## src/rtl/smbt_pkg.sv

```systemverilog
package smbt_pkg;

  typedef enum logic [1:0] {K_ADDR, K_REG, K_DATA, K_PEC} rxKind_t;

  typedef struct packed {
    logic    crcClr;
    logic    rxBit;
    logic    sdaBit;
    logic    commit;
    rxKind_t kind;
    logic    loadData;
    logic    txShift;
    logic    ptrInc;
    logic    loadPec;
  } strobe_t;

  function automatic logic [7:0] crc8Step(input logic [7:0] crcIn, input logic [7:0] dat);
    logic [7:0] c;
    logic fb;
    c = crcIn;
    for (int i = 7; i >= 0; i--) begin
      fb = c[7] ^ dat[i];
      c = {c[6:0], 1'b0} ^ (fb ? 8'h07 : 8'h00);
    end
    return c;
  endfunction

endpackage

```

## src/rtl/smbt_ctrl.sv

```systemverilog
module smbt_ctrl import smbt_pkg::*; (
  input  logic    clk,
  input  logic    rst,
  input  logic    sclIn,
  input  logic    sdaIn,
  input  logic    pecEn,
  input  logic    ackOk,
  input  logic    rwBit,
  input  logic    txNow,
  input  logic    txNext,
  output strobe_t st,
  output logic    sdaOe,
  output logic    sclLvl
);
  typedef enum logic [2:0] {PH_IDLE, PH_RX, PH_RXEND, PH_ACKOUT, PH_TX, PH_ACKIN, PH_HOLD} phase_t;

  logic [1:0] sclQ, sdaQ;
  logic sclP, sdaP, sdaLvl;
  logic sclRise, sclFall, startEv, stopEv;
  phase_t phase;
  rxKind_t kindQ;
  logic [2:0] bitCnt;
  logic busy, ackQ, rwQ, hostAck, txPecQ;

  // two-flop synchronisers plus a previous-sample register for edges
  always_ff @(posedge clk) begin
    if (rst) begin
      sclQ <= 2'b11; sdaQ <= 2'b11; sclP <= 1'b1; sdaP <= 1'b1;
    end else begin
      sclQ <= {sclQ[0], sclIn};
      sdaQ <= {sdaQ[0], sdaIn};
      sclP <= sclQ[1];
      sdaP <= sdaQ[1];
    end
  end

  assign sclLvl  = sclQ[1];
  assign sdaLvl  = sdaQ[1];
  assign sclRise = sclLvl & ~sclP;
  assign sclFall = ~sclLvl & sclP;
  assign startEv = sclLvl & sclP & sdaP & ~sdaLvl;
  assign stopEv  = sclLvl & sclP & ~sdaP & sdaLvl;

  always_comb begin
    st = '0;
    st.kind     = kindQ;
    st.sdaBit   = sdaLvl;
    st.crcClr   = startEv & ~busy;
    st.rxBit    = (phase == PH_RX) & sclRise;
    st.commit   = (phase == PH_RXEND) & sclFall;
    st.loadData = st.commit & (kindQ == K_ADDR) & ackOk & rwBit;
    st.txShift  = (phase == PH_TX) & sclFall & (bitCnt != 3'd7);
    st.ptrInc   = (phase == PH_ACKIN) & sclRise & ~txPecQ;
    st.loadPec  = st.ptrInc & ~sdaLvl & pecEn;
  end

  always_ff @(posedge clk) begin
    if (rst) begin
      phase <= PH_IDLE; kindQ <= K_ADDR; bitCnt <= '0; sdaOe <= 1'b0;
      busy <= 1'b0; ackQ <= 1'b0; rwQ <= 1'b0; hostAck <= 1'b0; txPecQ <= 1'b0;
    end else if (startEv) begin
      phase <= PH_RX; kindQ <= K_ADDR; bitCnt <= '0; sdaOe <= 1'b0; busy <= 1'b1;
    end else if (stopEv) begin
      phase <= PH_IDLE; sdaOe <= 1'b0; busy <= 1'b0;
    end else begin
      unique case (phase)
        PH_RX: if (sclRise) begin
          if (bitCnt == 3'd7) phase <= PH_RXEND;
          else bitCnt <= bitCnt + 3'd1;
        end
        PH_RXEND: if (sclFall) begin
          ackQ  <= ackOk;
          rwQ   <= rwBit;
          sdaOe <= ackOk;
          phase <= PH_ACKOUT;
        end
        PH_ACKOUT: if (sclFall) begin
          bitCnt <= '0;
          if (!ackQ) begin
            sdaOe <= 1'b0; phase <= PH_HOLD;
          end else begin
            unique case (kindQ)
              K_ADDR: if (rwQ) begin
                sdaOe <= ~txNow; phase <= PH_TX; txPecQ <= 1'b0;
              end else begin
                sdaOe <= 1'b0; phase <= PH_RX; kindQ <= K_REG;
              end
              K_REG: begin sdaOe <= 1'b0; phase <= PH_RX; kindQ <= K_DATA; end
              K_DATA: begin
                sdaOe <= 1'b0;
                if (pecEn) begin phase <= PH_RX; kindQ <= K_PEC; end
                else phase <= PH_HOLD;
              end
              default: begin sdaOe <= 1'b0; phase <= PH_HOLD; end
            endcase
          end
        end
        PH_TX: if (sclFall) begin
          if (bitCnt == 3'd7) begin
            sdaOe <= 1'b0; phase <= PH_ACKIN;
          end else begin
            sdaOe <= ~txNext; bitCnt <= bitCnt + 3'd1;
          end
        end
        PH_ACKIN: begin
          if (sclRise) hostAck <= ~sdaLvl;
          if (sclFall) begin
            bitCnt <= '0;
            if (hostAck && pecEn && !txPecQ) begin
              sdaOe <= ~txNow; phase <= PH_TX; txPecQ <= 1'b1;
            end else phase <= PH_HOLD;
          end
        end
        default: ;
      endcase
    end
  end

endmodule

```

## src/rtl/smbt_dpath.sv

```systemverilog
module smbt_dpath import smbt_pkg::*; #(
  parameter logic [6:0] DEV_ADDR  = 7'h3A,
  parameter int         PAGE_REGS = 16,
  parameter int         NUM_PAGES = 3,
  parameter logic [7:0] SEL_ADDR  = 8'hF0
) (
  input  logic       clk,
  input  logic       rst,
  input  strobe_t    st,
  input  logic       pecEn,
  output logic       ackOk,
  output logic       rwBit,
  output logic       txNow,
  output logic       txNext,
  output logic [7:0] ptrQ
);
  localparam int IW = $clog2(PAGE_REGS);
  localparam int PW = (NUM_PAGES > 1) ? $clog2(NUM_PAGES) : 1;
  localparam logic [7:0] LAST_REG = 8'(PAGE_REGS - 1);
  localparam logic [7:0] PAGE_CNT = 8'(NUM_PAGES);

  logic [7:0] rxByte, txByte, crcQ, pendQ, readVal, wrData, crcA, crcB;
  logic [PW-1:0] pageQ;
  logic [7:0] mem [NUM_PAGES][PAGE_REGS];
  logic regHit, doWr;

  assign rwBit  = rxByte[0];
  assign txNow  = txByte[7];
  assign txNext = txByte[6];
  assign regHit = (rxByte <= LAST_REG) || (rxByte == SEL_ADDR);

  always_comb begin
    unique case (st.kind)
      K_ADDR:  ackOk = (rxByte[7:1] == DEV_ADDR);
      K_REG:   ackOk = regHit;
      K_DATA:  ackOk = 1'b1;
      default: ackOk = (rxByte == crcQ);
    endcase
  end

  always_comb begin
    if (ptrQ <= LAST_REG)      readVal = mem[pageQ][ptrQ[IW-1:0]];
    else if (ptrQ == SEL_ADDR) readVal = 8'(pageQ);
    else                       readVal = 8'hFF;
  end

  assign doWr   = st.commit && ((st.kind == K_DATA && !pecEn) || (st.kind == K_PEC && ackOk));
  assign wrData = (st.kind == K_DATA) ? rxByte : pendQ;
  assign crcA   = (st.commit && ackOk && st.kind != K_PEC) ? crc8Step(crcQ, rxByte) : crcQ;
  assign crcB   = st.loadData ? crc8Step(crcA, readVal) : crcA;

  always_ff @(posedge clk) begin
    if (rst) begin
      rxByte <= '0; txByte <= '0; crcQ <= '0; pendQ <= '0; ptrQ <= '0; pageQ <= '0;
      for (int p = 0; p < NUM_PAGES; p++)
        for (int i = 0; i < PAGE_REGS; i++)
          mem[p][i] <= 8'(p * 32 + i);
    end else begin
      if (st.rxBit) rxByte <= {rxByte[6:0], st.sdaBit};
      crcQ <= st.crcClr ? 8'h00 : crcB;
      if (st.commit && st.kind == K_DATA) pendQ <= rxByte;
      if (st.loadData)     txByte <= readVal;
      else if (st.loadPec) txByte <= crcQ;
      else if (st.txShift) txByte <= {txByte[6:0], 1'b0};
      if (st.commit && st.kind == K_REG && regHit) ptrQ <= rxByte;
      else if (st.ptrInc && ptrQ <= LAST_REG) ptrQ <= (ptrQ == LAST_REG) ? 8'h00 : ptrQ + 8'd1;
      if (doWr) begin
        if (ptrQ <= LAST_REG) mem[pageQ][ptrQ[IW-1:0]] <= wrData;
        else if (ptrQ == SEL_ADDR && wrData < PAGE_CNT) pageQ <= wrData[PW-1:0];
      end
    end
  end

endmodule

```

## src/rtl/smb_reg_target.sv

```systemverilog
module smb_reg_target import smbt_pkg::*; #(
  parameter logic [6:0] DEV_ADDR  = 7'h3A,
  parameter int         PAGE_REGS = 16,
  parameter int         NUM_PAGES = 3,
  parameter logic [7:0] SEL_ADDR  = 8'hF0
) (
  input  logic clk,
  input  logic rst,
  input  logic sclIn,
  input  logic sdaIn,
  input  logic pecEn,
  output logic sdaOe
);
  strobe_t st;
  logic ackOk, rwBit, txNow, txNext, sclLvl;
  logic [7:0] ptrQ;

  smbt_ctrl uCtrl (
    .clk(clk), .rst(rst), .sclIn(sclIn), .sdaIn(sdaIn), .pecEn(pecEn),
    .ackOk(ackOk), .rwBit(rwBit), .txNow(txNow), .txNext(txNext),
    .st(st), .sdaOe(sdaOe), .sclLvl(sclLvl)
  );

  smbt_dpath #(
    .DEV_ADDR(DEV_ADDR), .PAGE_REGS(PAGE_REGS), .NUM_PAGES(NUM_PAGES), .SEL_ADDR(SEL_ADDR)
  ) uDpath (
    .clk(clk), .rst(rst), .st(st), .pecEn(pecEn),
    .ackOk(ackOk), .rwBit(rwBit), .txNow(txNow), .txNext(txNext), .ptrQ(ptrQ)
  );

endmodule

```

## config.mk

```make
export PLATFORM = sky130hd
export DESIGN_NAME = smb_reg_target
export DESIGN_NICKNAME = d
export VERILOG_FILES = /design/src/rtl/smbt_pkg.sv /design/src/rtl/smbt_ctrl.sv /design/src/rtl/smbt_dpath.sv /design/src/rtl/smb_reg_target.sv
export SDC_FILE = /design/constraint.sdc
export NUM_CORES = 1
export LEC_CHECK = 0
export BUFFER_PORTS_ARGS = -buffer_cell sky130_fd_sc_hd__buf_4
export CORE_UTILIZATION = 25
export CTS_CLUSTER_DIAMETER = 30
export CTS_CLUSTER_SIZE = 16
export DETAILED_ROUTE_END_ITERATION = 8
export SLEW_MARGIN = 20
export SYNTH_ARGS = -nofsm -noshare
export SYNTH_HDL_FRONTEND = slang
export SYNTH_SLANG_ARGS = --single-unit
```

## constraint.sdc

```tcl
create_clock -name clk -period 3.9 [get_ports clk]
set_clock_uncertainty 0.1 [all_clocks]
set_input_delay 0.78 -clock clk [delete_from_list [all_inputs] [get_ports clk]]
set_output_delay 0.78 -clock clk [all_outputs]
set_load 0.03 [all_outputs]
```

Yosys cells after proc, flatten, opt, wreduce, memory -nomap -nowiden

Memories as Yosys holds them, arrays and structs flattened. A register that Yosys moved wholly into a read port is not among the register bits.
Cells that the tools add are included.

Memories: 1
Flip-flop bits (word level): 62
Bits of input ports: 5
Logic and storage cells: 255
Bits in writable memories: 384
Output and inout port bits: 1

Bitwise operators: 63
Magnitude comparators: 5
Reductions and logical operators: 41
Multiplexer cells: 86
$add $sub $neg: 2
Equality and inequality tests: 37

Memory list:

| memory     | words | bits a word | read ports | clocked after Yosys merged registers in | wr ports | line             | RTL |
|---|---|---|---|---|---|---|---|
| uDpath.mem | 3     | 128         | 1          | 1                                       | 3        | smbt_dpath.sv:24 | `logic [7:0] mem [NUM_PAGES][PAGE_REGS];` |

Operators with widths:

| operator                                             | count |
|---|---|
| 2-to-1 mux 128 bit                                   | 3 |
| OR reduction 128 bit                                 | 1 |
| bitwise XOR 8 bit                                    | 16 |
| 2-to-1 mux 8 bit                                     | 14 |
| 2-to-1 mux 3 bit                                     | 30 |
| binary-select mux 8 bit (select 4 bit)               | 1 |
| demux 8 bit (select 4 bit)                           | 1 |
| 2-to-1 mux 1 bit                                     | 24 |
| != test 4 x 1 -> 1 bit (second input constant)       | 5 |
| AND 1 bit                                            | 19 |
| != test 2 x 1 -> 1 bit (second input constant)       | 9 |
| case mux 3 bit (3 select lines)                      | 2 |
| == test 8 bit (second input constant)                | 2 |
| <= comparator 8 x 4 -> 1 bit (second input constant) | 2 |
| AND reduction 8 bit                                  | 2 |
| bitwise XOR 1 bit                                    | 16 |
| case mux 3 bit (5 select lines)                      | 1 |
| logical AND 1 bit                                    | 13 |
| 2-to-1 mux 2 bit                                     | 6 |
| != test 2 bit (second input constant)                | 6 |
| NOT 1 bit                                            | 11 |
| == test 3 bit (second input constant)                | 3 |
| AND reduction 9 bit                                  | 1 |
| nonzero test 3 bit                                   | 3 |
| 33 further kinds                                     | 43 |

Longest topological paths before layout

Depth in word-level cells: 50
Depth in mapped cells: 13
Depth with buffers taken out: 11

Cells and area by module

From an unflattened synthesis, not the netlist that was laid out.

Cell total of the unflattened synthesis: 1,810
Area total of the unflattened synthesis: 25,794.7 µm²

By module, submodules not included:

| module     | seq. area each (µm²) | area an instance (µm²) | instances | cells an instance |
|---|---|---|---|---|
| smbt_dpath | 16,255.6             | 24,596.1               | 1         | 1,675 |
| smbt_ctrl  | 400.4                | 1,198.6                | 1         | 135 |

Worst setup path before layout

OpenSTA, ideal clock, no wires.

Path kind: reg-to-reg
From: reg uDpath.ptrQ[1]
To: mem uDpath.mem[2][40] (netlist bit), enable pin
Clock period less this slack: 3,573 ps
Library setup time: 385 ps
Setup slack: 327 ps
Stages on the path, launching flop included: 11
Data arrival time: 3,087 ps
Buffers on the path: 5
Required time: 3,415 ps
Cells stage by stage: dfxtp_1 clkbuf_1 inv_2 buf_2 ha_1 clkbuf_1 o41a_1 buf_2 o21ai_1 clkbuf_1 a21boi_0

RTL lines:

| what                   | line             | RTL |
|---|---|---|
| start, declared        | smbt_dpath.sv:15 | `output logic [7:0] ptrQ` |
| start signal, assigned | smbt_dpath.sv:65 | `if (st.commit && st.kind == K_REG && regHit) ptrQ <= rxByte;` |
| start signal, assigned | smbt_dpath.sv:66 | `else if (st.ptrInc && ptrQ <= LAST_REG) ptrQ <= (ptrQ == LAST_REG) ? 8'h00 : ptrQ + 8'd1;` |
| end, declared          | smbt_dpath.sv:24 |  |

==> qor.csv <==
metric;value;unit
number of cells traversed by the worst register-to-register path;11;
number of vias in the routed layout;17000;
Slew headroom;0.415;
post-CTS setup-driven buffer insertion count;0;
shortest period the worst path allows;3720;ps
area occupied by registers;16700;sq um
H-tree levels;3;
number of design-rule violations left by the first detailed-router iteration;1819;
net count of the finished layout;1998;
Yosys Warn Count;0;
die outline area;104000;sq um
number of cells on the worst hold path;2;
end of the worst register-to-register path;uDpath.crcQ[3]$_SDFF_PP0_;
# fillers;9868;
average footprint of a synthesized cell;14.3;sq um
DRC violation count after routing;0;
Root Buffer Master;sky130_fd_sc_hd__clkbuf_16;
Data required, critical path;4350;ps
overall routing resource usage;0.149;
antenna diode count;0;
number of gates given a new drive strength after cts;0;
FP Rows;116;
pin count of the biggest net entering global routing;38;
Longest Clk Path Bufs;3;
portion of the post-synthesis area used by sequential elements;0.651;
static leakage;0.0107;uW
vias in the first global route;16800;
worst skew pair latency;680;ps
core footprint;101000;sq um
final hold violations;0;
clock buffers created by TritonCTS;115;
setup violators final;0;
setup repair after global routing missed its margin;false;
fmax;269;MHz
placed standard-cell area;28300;sq um
count of cell types in the netlist;70;
dominant cell type by area after synthesis;sky130_fd_sc_hd__edfxtp_1;
kind of path behind the tightest hold check;input pin to register;
routability-driven placement congestion ratio;0.917;
Worst R2R Setup Slack;180;ps
effective utilization at floorplan;0.254;
area share of the leading cell type in the synthesized netlist;0.601;
cell area after layout;32200;sq um
post-synthesis instance area;25600;sq um
number of primary I/O pins;6;
Post-synth EDFFs;512;
Cell Pwr Density;524;nW/um^2
die extent in y;322;um
count of clock tree sinks;576;
fraction of registers with async set or reset after synthesis;0;
ranking of synthesized cells by area;sky130_fd_sc_hd__edfxtp_1 (60%), sky130_fd_sc_hd__mux4_2 (12%), sky130_fd_sc_hd__dfxtp_1 (5.0%);
fraction of layout instances using a drive strength above 1;0.272;
Layout Area Growth over Synthesis;25.9;%
Total Power;16900;uW
area of combinational cells with multiple inputs;8290;sq um
post-synthesis cell count;1792;
wire length of the first global-routing pass;114000;um
Worst setup EP type;register;
total length of routed wires;77900;um
Mapped Nets;1811;
TritonRoute pass-1 iters;5;
final critical-path share of the clock period;0.953;
number of synthesized register bits;576;
final routed wire length divided by cell count;22.7;um
Port Buffers;5;
total count of max-transition violations in the final report;0;
die width;322;um
worst IR drop on VDD;0.000361;V
total negative setup slack;0;ps
hold-critical path endpoint;uCtrl.sclQ[0]$_SDFF_PP1_;
launch instance of the worst min-delay path;sclIn;
number of antenna violations at the first check in global routing;0;
CTS tree;yes;
count of hold-fix buffers inserted at cts;0;
most frequently used flop master after synthesis;sky130_fd_sc_hd__edfxtp_1;
status;completed;
max_cap viols;0;
residual overflow from global routing;0;
critical path class;register to register;
average vias per placed instance;4.93;
clk slew on worst S/H paths;50;ps
largest driver fanout on the critical path;14;
DRT antenna net count;0;
slew at the pin closest to its max-slew limit;876;ps
Setup crit start kind;register;
data arrival time at the worst-slack endpoint;4160;ps
placed wire-length estimate;52800;um
==> Yosys cell counts (7+ instances only) <==
master / instances
sky130_fd_sc_hd__buf_2: 18
sky130_fd_sc_hd__a21oi_1: 45
sky130_fd_sc_hd__mux4_2: 138
sky130_fd_sc_hd__inv_1: 24
sky130_fd_sc_hd__xnor2_1: 27
sky130_fd_sc_hd__or2_2: 8
sky130_fd_sc_hd__mux2i_1: 61
sky130_fd_sc_hd__nor2b_1: 16
sky130_fd_sc_hd__edfxtp_1: 512
sky130_fd_sc_hd__o21ai_0: 19
sky130_fd_sc_hd__nor2_1: 297
sky130_fd_sc_hd__xor2_1: 12
sky130_fd_sc_hd__nand2_1: 189
sky130_fd_sc_hd__buf_1: 7
sky130_fd_sc_hd__dfxtp_1: 64
sky130_fd_sc_hd__nand2b_1: 14
sky130_fd_sc_hd__a211oi_1: 10
sky130_fd_sc_hd__nor3_1: 26
sky130_fd_sc_hd__and2_1: 7
sky130_fd_sc_hd__a21boi_0: 14
sky130_fd_sc_hd__a22oi_1: 17
sky130_fd_sc_hd__clkbuf_1: 84
sky130_fd_sc_hd__ha_1: 14
sky130_fd_sc_hd__mux2_2: 8
sky130_fd_sc_hd__buf_4: 10
sky130_fd_sc_hd__nand3_1: 54
==> layout make-up <==
cell class,count,area share
Clock buffer,135,0.0942
Multi-Input combinational cell,1066,0.257
Sequential cell,576,0.517
Inverter,25,0.00291
Tap cell,1357,0.0527
Clock inverter,83,0.0252
Timing Repair Buffer,195,0.0501
==> metal layers <==
layer | GRT usage | vias to the layer above | part of all wire
met3 | 0.0316 | 143 | 0.096
met2 | 0.236 | 1012 | 0.47
met5 | 0 | - | 0
met1 | 0.200 | 8655 | 0.40
li1 | - | 7140 | -
met4 | 0.0561 | 0 | 0.034
==> worst max-delay path, cell delays in order, from the launching register on <==
cell                      delay [ps]
sky130_fd_sc_hd__dfxtp_4         410
sky130_fd_sc_hd__buf_12          190
sky130_fd_sc_hd__buf_4           230
sky130_fd_sc_hd__mux4_2          530
sky130_fd_sc_hd__mux2i_1         360
sky130_fd_sc_hd__mux2_2          270
sky130_fd_sc_hd__o21ai_0         110
sky130_fd_sc_hd__nor4_1          550
sky130_fd_sc_hd__o21ai_0         240
sky130_fd_sc_hd__a21o_1          200
sky130_fd_sc_hd__mux2i_1         190
sky130_fd_sc_hd__mux2i_1         200
==> stage by stage <==
step                setup WS [ps]  cells  hold WS (ps)   util
floorplan                     327   1792           289      -
global placement              211   3219           307  0.281
detailed placement            143   3219           296  0.281
CTS                           114   3437           229  0.320
global route                 11.7   3437           233  0.320
finish                        184   3437           253  0.320
==> sequential cells by signal (all words and copies together) (netlist names), 2 cells and up, named ones only <==
| register | count |
|---|---|
| uCtrl.bitCnt | 3 |
| uCtrl.kindQ | 2 |
| uCtrl.phase | 3 |
| uCtrl.sclQ | 2 |
| uCtrl.sdaQ | 2 |
| uDpath.crcQ | 8 |
| uDpath.mem | 512 |
| uDpath.pageQ | 2 |
| uDpath.pendQ | 8 |
| uDpath.ptrQ | 8 |
| uDpath.rxByte | 8 |
| uDpath.txByte | 8 |
==> layout by cell type (no fill, tap or decap), types with 14 or more instances in the layout <==
| cell type | count |
|---|---|
| sky130_fd_sc_hd__a21oi_1 | 45 |
| sky130_fd_sc_hd__a22oi_1 | 17 |
| sky130_fd_sc_hd__buf_4 | 183 |
| sky130_fd_sc_hd__clkbuf_16 | 116 |
| sky130_fd_sc_hd__clkinv_2 | 28 |
| sky130_fd_sc_hd__dfxtp_1 | 62 |
| sky130_fd_sc_hd__edfxtp_1 | 512 |
| sky130_fd_sc_hd__ha_1 | 14 |
| sky130_fd_sc_hd__inv_1 | 23 |
| sky130_fd_sc_hd__mux2i_1 | 60 |
| sky130_fd_sc_hd__mux4_2 | 138 |
| sky130_fd_sc_hd__nand2_1 | 188 |
| sky130_fd_sc_hd__nand3_1 | 54 |
| sky130_fd_sc_hd__nor2_1 | 297 |
| sky130_fd_sc_hd__nor2b_1 | 16 |
| sky130_fd_sc_hd__nor3_1 | 24 |
| sky130_fd_sc_hd__o21ai_0 | 18 |
| sky130_fd_sc_hd__xnor2_1 | 26 |
==> worst max-delay path by stage <==
stage | startpoint | to | slack (ps) | cells after the start
finish | register | uDpath.crcQ[3]$_SDFF_PP0_ | 180 | 11
floorplan | uDpath.ptrQ[1]$_SDFFE_PP0P_ | uDpath.mem[2][40]$_DFFE_PP_ | 330 | 10
CTS | uDpath.rxByte[7]$_SDFFE_PP0P_ | uDpath.mem[2][49]$_DFFE_PP_ | 110 | 12
global route | register | uDpath.crcQ[5]$_SDFF_PP0_ | 10 | 11
global placement | uDpath.rxByte[7]$_SDFFE_PP0P_ | uDpath.mem[3][78]$_DFFE_PP_ | 210 | 12
detailed placement | uDpath.crcQ[7]$_SDFF_PP0_ | uDpath.mem[2][49]$_DFFE_PP_ | 140 | 12
==> report_power, final <==
group,switching (uW),internal (uW),total [uW],leakage (uW)
clock,3340,6170,9510,0.00188
combinational,224,165,389,0.00349
sequential,69.9,6900,6970,0.00535
==> cell families after synthesis <==
family	count (synthesis)	share of synthesized area
and+or+nand+nor	654	0.111
DFF	576	0.651
muxes	208	0.149
buffers and inverters	150	0.0261
AOI/OAI and AO/OA	145	0.0375
xor gates and xnor gates	45	0.0184
adders and majority gates	14	0.00685
(Power assumes the default switching activity.)
